**config.mk**
```make
export PLATFORM = sky130hd
export DESIGN_NAME = dram_refresh_ctrl
export DESIGN_NICKNAME = d
export VERILOG_FILES = /design/src/rtl/rfsh_pkg.sv /design/src/rtl/rfsh_span_timer.sv /design/src/rtl/rfsh_interval.sv /design/src/rtl/rfsh_cbr_cycle.sv /design/src/rtl/dram_refresh_ctrl.sv
export SDC_FILE = /design/constraint.sdc
export NUM_CORES = 1
export LEC_CHECK = 0
export BUFFER_PORTS_ARGS = -buffer_cell sky130_fd_sc_hd__buf_2
export CAP_MARGIN = 20
export CORE_MARGIN = 2
export CORE_UTILIZATION = 50
export DETAILED_ROUTE_END_ITERATION = 8
export MAX_ROUTING_LAYER = met4
export PLACE_DENSITY = 0.71
export SLEW_MARGIN = 20
export SYNTH_ARGS = -nofsm -noshare
export SYNTH_HDL_FRONTEND = slang
export SYNTH_HIERARCHICAL = 1
export SYNTH_SLANG_ARGS = --single-unit
```
**constraint.sdc**
```tcl
create_clock -name clk -period 6.6 [get_ports clk]
set_input_delay 1.98 -clock clk [delete_from_list [all_inputs] [get_ports clk]]
set_output_delay 1.98 -clock clk [all_outputs]
set_load 0.02 [all_outputs]
```
**src/rtl/rfsh_pkg.sv**
```systemverilog
package rfsh_pkg;

  typedef enum logic [2:0] {
    CTL_PAUSE,
    CTL_IDLE,
    CTL_WAIT,
    CTL_RUN,
    CTL_NEXT
  } ctl_state_t;

  typedef enum logic [1:0] {
    PH_OFF,
    PH_SETUP,
    PH_LOW,
    PH_PRE
  } phase_t;

  function automatic int max_of4(input int a, input int b, input int c, input int d);
    int m;
    m = a;
    if (b > m) m = b;
    if (c > m) m = c;
    if (d > m) m = d;
    return m;
  endfunction

endpackage

```
**src/rtl/rfsh_span_timer.sv**
```systemverilog
module rfsh_span_timer #(
  parameter int LIMIT = 100
) (
  input  logic clk,
  input  logic rst_n,
  input  logic en,
  input  logic clr,
  output logic reached
);
  localparam int W = $clog2(LIMIT + 1);

  logic [W-1:0] cnt_q;

  always_ff @(posedge clk) begin
    if (!rst_n || clr) begin
      cnt_q <= '0;
    end else if (en && (cnt_q != W'(LIMIT))) begin
      cnt_q <= cnt_q + 1'b1;
    end
  end

  assign reached = (cnt_q == W'(LIMIT));

endmodule

```
**src/rtl/rfsh_interval.sv**
```systemverilog
module rfsh_interval #(
  parameter int TICK_CYCLES = 3120,
  parameter int MAX_OWED    = 8
) (
  input  logic clk,
  input  logic rst_n,
  input  logic en,
  input  logic dec,
  input  logic clr,
  output logic pending
);
  localparam int TW = (TICK_CYCLES > 1) ? $clog2(TICK_CYCLES) : 1;
  localparam int OW = $clog2(MAX_OWED + 1);

  logic [TW-1:0] tick_q;
  logic [OW-1:0] owed_q;
  logic          tick;

  assign tick = en && (tick_q == TW'(TICK_CYCLES - 1));

  always_ff @(posedge clk) begin
    if (!rst_n) begin
      tick_q <= '0;
    end else if (en) begin
      tick_q <= tick ? '0 : tick_q + 1'b1;
    end
  end

  always_ff @(posedge clk) begin
    if (!rst_n || clr) begin
      owed_q <= '0;
    end else begin
      unique case ({tick, dec})
        2'b10:   if (owed_q != OW'(MAX_OWED)) owed_q <= owed_q + 1'b1;
        2'b01:   if (owed_q != '0) owed_q <= owed_q - 1'b1;
        default: owed_q <= owed_q;
      endcase
    end
  end

  assign pending = (owed_q != '0);

endmodule

```
**src/rtl/rfsh_cbr_cycle.sv**
```systemverilog
module rfsh_cbr_cycle
  import rfsh_pkg::*;
#(
  parameter int CAS_SETUP = 2,
  parameter int CAS_HOLD  = 2,
  parameter int RAS_LOW   = 12,
  parameter int PRECHARGE = 8
) (
  input  logic clk,
  input  logic rst_n,
  input  logic start,
  output logic ras_n,
  output logic cas_n,
  output logic done
);
  localparam int MAXP = max_of4(CAS_SETUP, CAS_HOLD, RAS_LOW, PRECHARGE);
  localparam int CW   = $clog2(MAXP + 1);

  phase_t        ph_q;
  logic [CW-1:0] cnt_q;

  always_ff @(posedge clk) begin
    if (!rst_n) begin
      ph_q  <= PH_OFF;
      cnt_q <= '0;
    end else begin
      unique case (ph_q)
        PH_OFF: begin
          cnt_q <= '0;
          if (start) ph_q <= PH_SETUP;
        end
        PH_SETUP: begin
          if (cnt_q == CW'(CAS_SETUP - 1)) begin
            ph_q  <= PH_LOW;
            cnt_q <= '0;
          end else begin
            cnt_q <= cnt_q + 1'b1;
          end
        end
        PH_LOW: begin
          if (cnt_q == CW'(RAS_LOW - 1)) begin
            ph_q  <= PH_PRE;
            cnt_q <= '0;
          end else begin
            cnt_q <= cnt_q + 1'b1;
          end
        end
        default: begin
          if (cnt_q == CW'(PRECHARGE - 1)) begin
            ph_q  <= PH_OFF;
            cnt_q <= '0;
          end else begin
            cnt_q <= cnt_q + 1'b1;
          end
        end
      endcase
    end
  end

  assign ras_n = (ph_q != PH_LOW);
  assign cas_n = !((ph_q == PH_SETUP) || ((ph_q == PH_LOW) && (cnt_q < CW'(CAS_HOLD))));
  assign done  = (ph_q == PH_PRE) && (cnt_q == CW'(PRECHARGE - 1));

endmodule

```
**src/rtl/dram_refresh_ctrl.sv**
```systemverilog
module dram_refresh_ctrl
  import rfsh_pkg::*;
#(
  parameter int CAS_LANES    = 4,
  parameter int TICK_CYCLES  = 3120,
  parameter int PAUSE_CYCLES = 100000,
  parameter int INIT_CYCLES  = 8,
  parameter int IDLE_LIMIT   = 12800000,
  parameter int MAX_OWED     = 8,
  parameter int CAS_SETUP    = 2,
  parameter int CAS_HOLD     = 2,
  parameter int RAS_LOW      = 12,
  parameter int PRECHARGE    = 8
) (
  input  logic                 clk,
  input  logic                 rst_n,
  input  logic                 ref_gnt,
  output logic                 ref_req,
  output logic                 ready,
  output logic                 ram_ras_n,
  output logic [CAS_LANES-1:0] ram_cas_n,
  output logic                 ram_we_n
);
  localparam int LW = $clog2(INIT_CYCLES + 1);

  ctl_state_t    state_q, state_d;
  logic          init_q;
  logic [LW-1:0] left_q;
  logic          ready_q;
  logic          up_q;

  logic pause_done, idle_hit, pending;
  logic cyc_start, cyc_done, cyc_ras_n, cyc_cas_n;
  logic more, finish, trigger;

  rfsh_span_timer #(.LIMIT(PAUSE_CYCLES)) u_pause (
    .clk     (clk),
    .rst_n   (rst_n),
    .en      (state_q == CTL_PAUSE),
    .clr     (1'b0),
    .reached (pause_done)
  );

  rfsh_span_timer #(.LIMIT(IDLE_LIMIT)) u_idle (
    .clk     (clk),
    .rst_n   (rst_n),
    .en      (up_q && !init_q),
    .clr     (cyc_done),
    .reached (idle_hit)
  );

  rfsh_interval #(
    .TICK_CYCLES (TICK_CYCLES),
    .MAX_OWED    (MAX_OWED)
  ) u_interval (
    .clk     (clk),
    .rst_n   (rst_n),
    .en      (up_q),
    .dec     (cyc_done && !init_q),
    .clr     (finish),
    .pending (pending)
  );

  rfsh_cbr_cycle #(
    .CAS_SETUP (CAS_SETUP),
    .CAS_HOLD  (CAS_HOLD),
    .RAS_LOW   (RAS_LOW),
    .PRECHARGE (PRECHARGE)
  ) u_cycle (
    .clk   (clk),
    .rst_n (rst_n),
    .start (cyc_start),
    .ras_n (cyc_ras_n),
    .cas_n (cyc_cas_n),
    .done  (cyc_done)
  );

  assign trigger   = up_q && !init_q && idle_hit &&
                     ((state_q == CTL_IDLE) || (state_q == CTL_WAIT));
  assign more      = init_q ? (left_q != '0) : pending;
  assign finish    = (state_q == CTL_NEXT) && init_q && (left_q == '0);
  assign cyc_start = ((state_q == CTL_WAIT) && ref_gnt) ||
                     ((state_q == CTL_NEXT) && more);

  always_comb begin
    state_d = state_q;
    unique case (state_q)
      CTL_PAUSE: if (pause_done) state_d = CTL_WAIT;
      CTL_IDLE:  if (trigger || pending) state_d = CTL_WAIT;
      CTL_WAIT:  if (ref_gnt) state_d = CTL_RUN;
      CTL_RUN:   if (cyc_done) state_d = CTL_NEXT;
      default:   state_d = more ? CTL_RUN : CTL_IDLE;
    endcase
  end

  always_ff @(posedge clk) begin
    if (!rst_n) begin
      state_q <= CTL_PAUSE;
      init_q  <= 1'b1;
      left_q  <= LW'(INIT_CYCLES);
      ready_q <= 1'b0;
      up_q    <= 1'b0;
    end else begin
      state_q <= state_d;
      if (trigger) begin
        init_q  <= 1'b1;
        left_q  <= LW'(INIT_CYCLES);
        ready_q <= 1'b0;
      end else if (finish) begin
        init_q  <= 1'b0;
        ready_q <= 1'b1;
        up_q    <= 1'b1;
      end else if (cyc_done && init_q) begin
        left_q <= left_q - 1'b1;
      end
    end
  end

  assign ref_req   = (state_q == CTL_WAIT) || (state_q == CTL_RUN) || (state_q == CTL_NEXT);
  assign ready     = ready_q;
  assign ram_ras_n = cyc_ras_n;
  assign ram_we_n  = 1'b1;

  for (genvar g = 0; g < CAS_LANES; g++) begin : g_lane
    assign ram_cas_n[g] = cyc_cas_n;
  end

endmodule

```
==> results.py <==
metrics = {
    "setup_path": {
        "critPathLaunchType": "flop",
        "slowest_stage": "dfxtp_1",
        "crit_required_ps": 4620,
        "critPathMaxFanout": 12,
        "cp_cell_sequence": "nor3b_2 -> o21bai_1 -> buf_2",
        "max_stage_delay_ps": 520,
        "arrival_ps": 1640,
        "setup.worst_path.class": "reg -> out",
        "critPathCaptureType": "output port",
        "r2r_cells": 11,
    },
    "drt": {
        "initialDrtViolationCount": 139,
        "num_vias": 3309,
        "detail-route-antenna-nets": 0,
        "routedWlPerCell_um": 13.5,
        "drc": 0,
        "drt-total-wl_mm": 7.75,
        "vias_per_cell": 5.75,
        "first_pass_iters": 4,
    },
    "sta": {
        "clock.fmax_mhz": 276,
        "finalCriticalPeriod_ps": 3620,
        "fin_tns_setup_ps": 0,
        "max_slew.worst_pin.slew_ps": 1060,
        "rsz0062_at_grt": "false",
        "slew_violations": 0,
        "setup_viol": 0,
        "fin_crit_sh_pct": 54.8,
        "slew_headroom_pct": 28.9,
        "hold_violations": 0,
        "holdWs_ps": 463,
        "clock_skew_ps": 7.00,
    },
    "synthesis": {
        "netlist_area_um2": 4040,
        "synth_edf_count": 0,
        "yosys_warnings": 6,
        "ys_seq_elements": 73,
        "synth_top_area_share_pct": 36.2,
        "post_synth.cell_area_avg_um2": 8.61,
        "synthCells": 469,
        "synth_cell_types": 74,
        "yosysSeqAreaShare_pct": 36.2,
        "synth.area.top_cells": "dfxtp_1 (36%), ha_1 (4.3%), nor2_1 (3.9%)",
        "syn_nets": 486,
        "ys.flop_type": "dfxtp_1",
        "synth_area_leader_cell": "dfxtp_1",
        "async_reset_ff_share_pct": 0,
    },
    "clocking": {
        "numCtsBuffers": 9,
        "cts_sinks": 73,
        "cts-root-buf": "clkbuf_8",
        "htreeDepth": 3,
        "postCtsSetupBuffers": 0,
        "post_cts_resized": 0,
        "cts_tree": "yes",
        "path_clk_slew_ps": 70,
        "holdBufCountCts": 0,
        "insertion_delay_ps": 340,
        "cts.path.max_buffers": 2,
    },
    "floorplan": {
        "coreArea_um2": 7770,
        "initial_core_util_pct": 52.0,
        "dieWidth_um": 93.9,
        "boundaryPins": 11,
        "chipHeight_um": 93.9,
        "rows": 32,
        "dieArea_um2": 8810,
    },
    "placed_design": {
        "io_buffer_count": 9,
        "place_congestion": 0.836,
        "dp_cells": 559,
        "hpwl_mm": 5.40,
    },
    "worst_hold_path": {
        "holdPathStages": 1,
        "worstHoldPathType": "reg -> reg",
    },
    "finish": {
        "fin_nets": 485,
        "syn_to_final_growth_pct": 4.96,
        "layout.cells.non_filler": 575,
        "diodes": 0,
        "fillCellCount": 714,
        "drive_gt1_share_pct": 8.46,
    },
    "global_route": {
        "grt_usage_pct": 19.4,
        "grt_pass1_vias": 3053,
        "overflow": 0,
        "grt_antenna_before_repair": 0,
        "grt_start_max_net_pins": 20,
        "grt_first_pass_wirelength_mm": 13.6,
    },
    "pwr": {
        "p_total_uw": 776,
        "p_per_area_nw_per_um2": 183,
        "leakagePower_uw": 0.00147,
        "ir_worst_vdd_uv": 142,
    },
    "flow_run": {
        "drv.max_cap_violation_count": 0,
    },
    "run_status": {
        "status": "complete, no violations",
    },
}
layer usage:
| layer | track usage [%] | up-vias | wire length, µm |
|---|---|---|---|
| li1 | - | 1681 | - |
| met1 | 23.9 | 1572 | 3720 |
| met2 | 30.7 | 42 | 3650 |
| met3 | 5.30 | 14 | 258 |
| met4 | 6.76 | 0 | 132 |
| met5 | - | - | 0 |
path summary, 6_finish.rpt:
kind,startpoint,to,slack (ps)
worst max-delay path,state_q[2],ref_req,2980
worst max register to register,u_cycle/cnt_q[0],u_interval/owed_q[2],3810
worst min register to register,ready,ready,460
worst min-delay path,ready,ready,460
cells in the mapped netlist, types with 11 or more instances:
master / instances
nand4_1: 13
nand2_1: 40
xnor2_1: 15
dfxtp_1: 73
inv_1: 25
a21oi_1: 22
xor2_1: 15
nand3_1: 21
or3_1: 12
nor2_1: 42
o21ai_0: 16
ha_1: 14
mux2i_1: 11
logic make-up after synthesis:
logic type	after synthesis	share of synthesized area (%)
other	2	0.186
DFF	73	36.2
xor gates and xnor gates	30	6.51
adders and majority gates	14	4.34
AOI/OAI and AO/OA	76	12.9
muxes	12	3.28
buffers and inverters	46	5.48
and+or+nand+nor	216	31.1
power by group:
group | switching (µW) | internal [µW]
Sequential | 2.95 | 443
Clock | 156 | 134
Combinational | 27.4 | 13.2
through the flow:
| step | setup WS (ps) | utilization (%) | instance area [µm²] |
|---|---|---|---|
| 2_1_floorplan | 3380 | - | 4040 |
| 3_3_place_gp | 3050 | 52.6 | 4080 |
| 3_5_place_dp | 2920 | 52.6 | 4080 |
| 4_1_cts | 2970 | 54.6 | 4240 |
| 5_1_grt | 2840 | 54.6 | 4240 |
| 6_report | 2980 | 54.6 | 4240 |
state kept, by name, summed over array words and instances (netlist names):
register,cells
u_idle/cnt_q,24
u_pause/cnt_q,17
u_interval/tick_q,12
left_q,4
u_cycle/cnt_q,4
u_interval/owed_q,4
state_q,3
u_cycle/ph_q,2
init_q,1
ready,1
up_q,1
area by class of cell:
| cell class | instances | area, µm² | share of cell area, % |
|---|---|---|---|
| clock buffer | 12 | 135 | 3.19 |
| inverter | 25 | 93.8 | 2.21 |
| clock inverter | 4 | 20.0 | 0.472 |
| sequential | 73 | 1460 | 34.5 |
| multi-input combinational | 350 | 2360 | 55.6 |
| tap | 102 | 128 | 3.01 |
| timing repair buffer | 9 | 45.0 | 1.06 |
critical path, delay by kind of cell (launching register included):
kind / cells / cell delay, ps
buffers and inverters: 1 / 190
AND/OR/NAND/NOR: 1 / 410
flip-flops: 1 / 520
AO/OA/AOI/OAI: 1 / 180
cell usage in the layout, fill, tap and decap left out, types with 4 or more instances in the layout:
cell type  instances
nand2b_1           8
xor2_1            15
nand3_1           21
nor3_1             8
nor2_1            42
o21ai_0           16
a21oi_1           22
or4_1              7
nand2_1           40
mux2i_1           11
nand4_1           13
inv_1             25
buf_2              9
and2_1             4
ha_1              14
dfxtp_1           73
or3_1             12
clkinv_2           4
nor2b_1            5
nor4_1             8
nor4b_1            4
nor4bb_1           4
and4_1             5
clkbuf_8           9
xnor2_1           15
and3_1             8
Power figures use the tool's default switching activity.
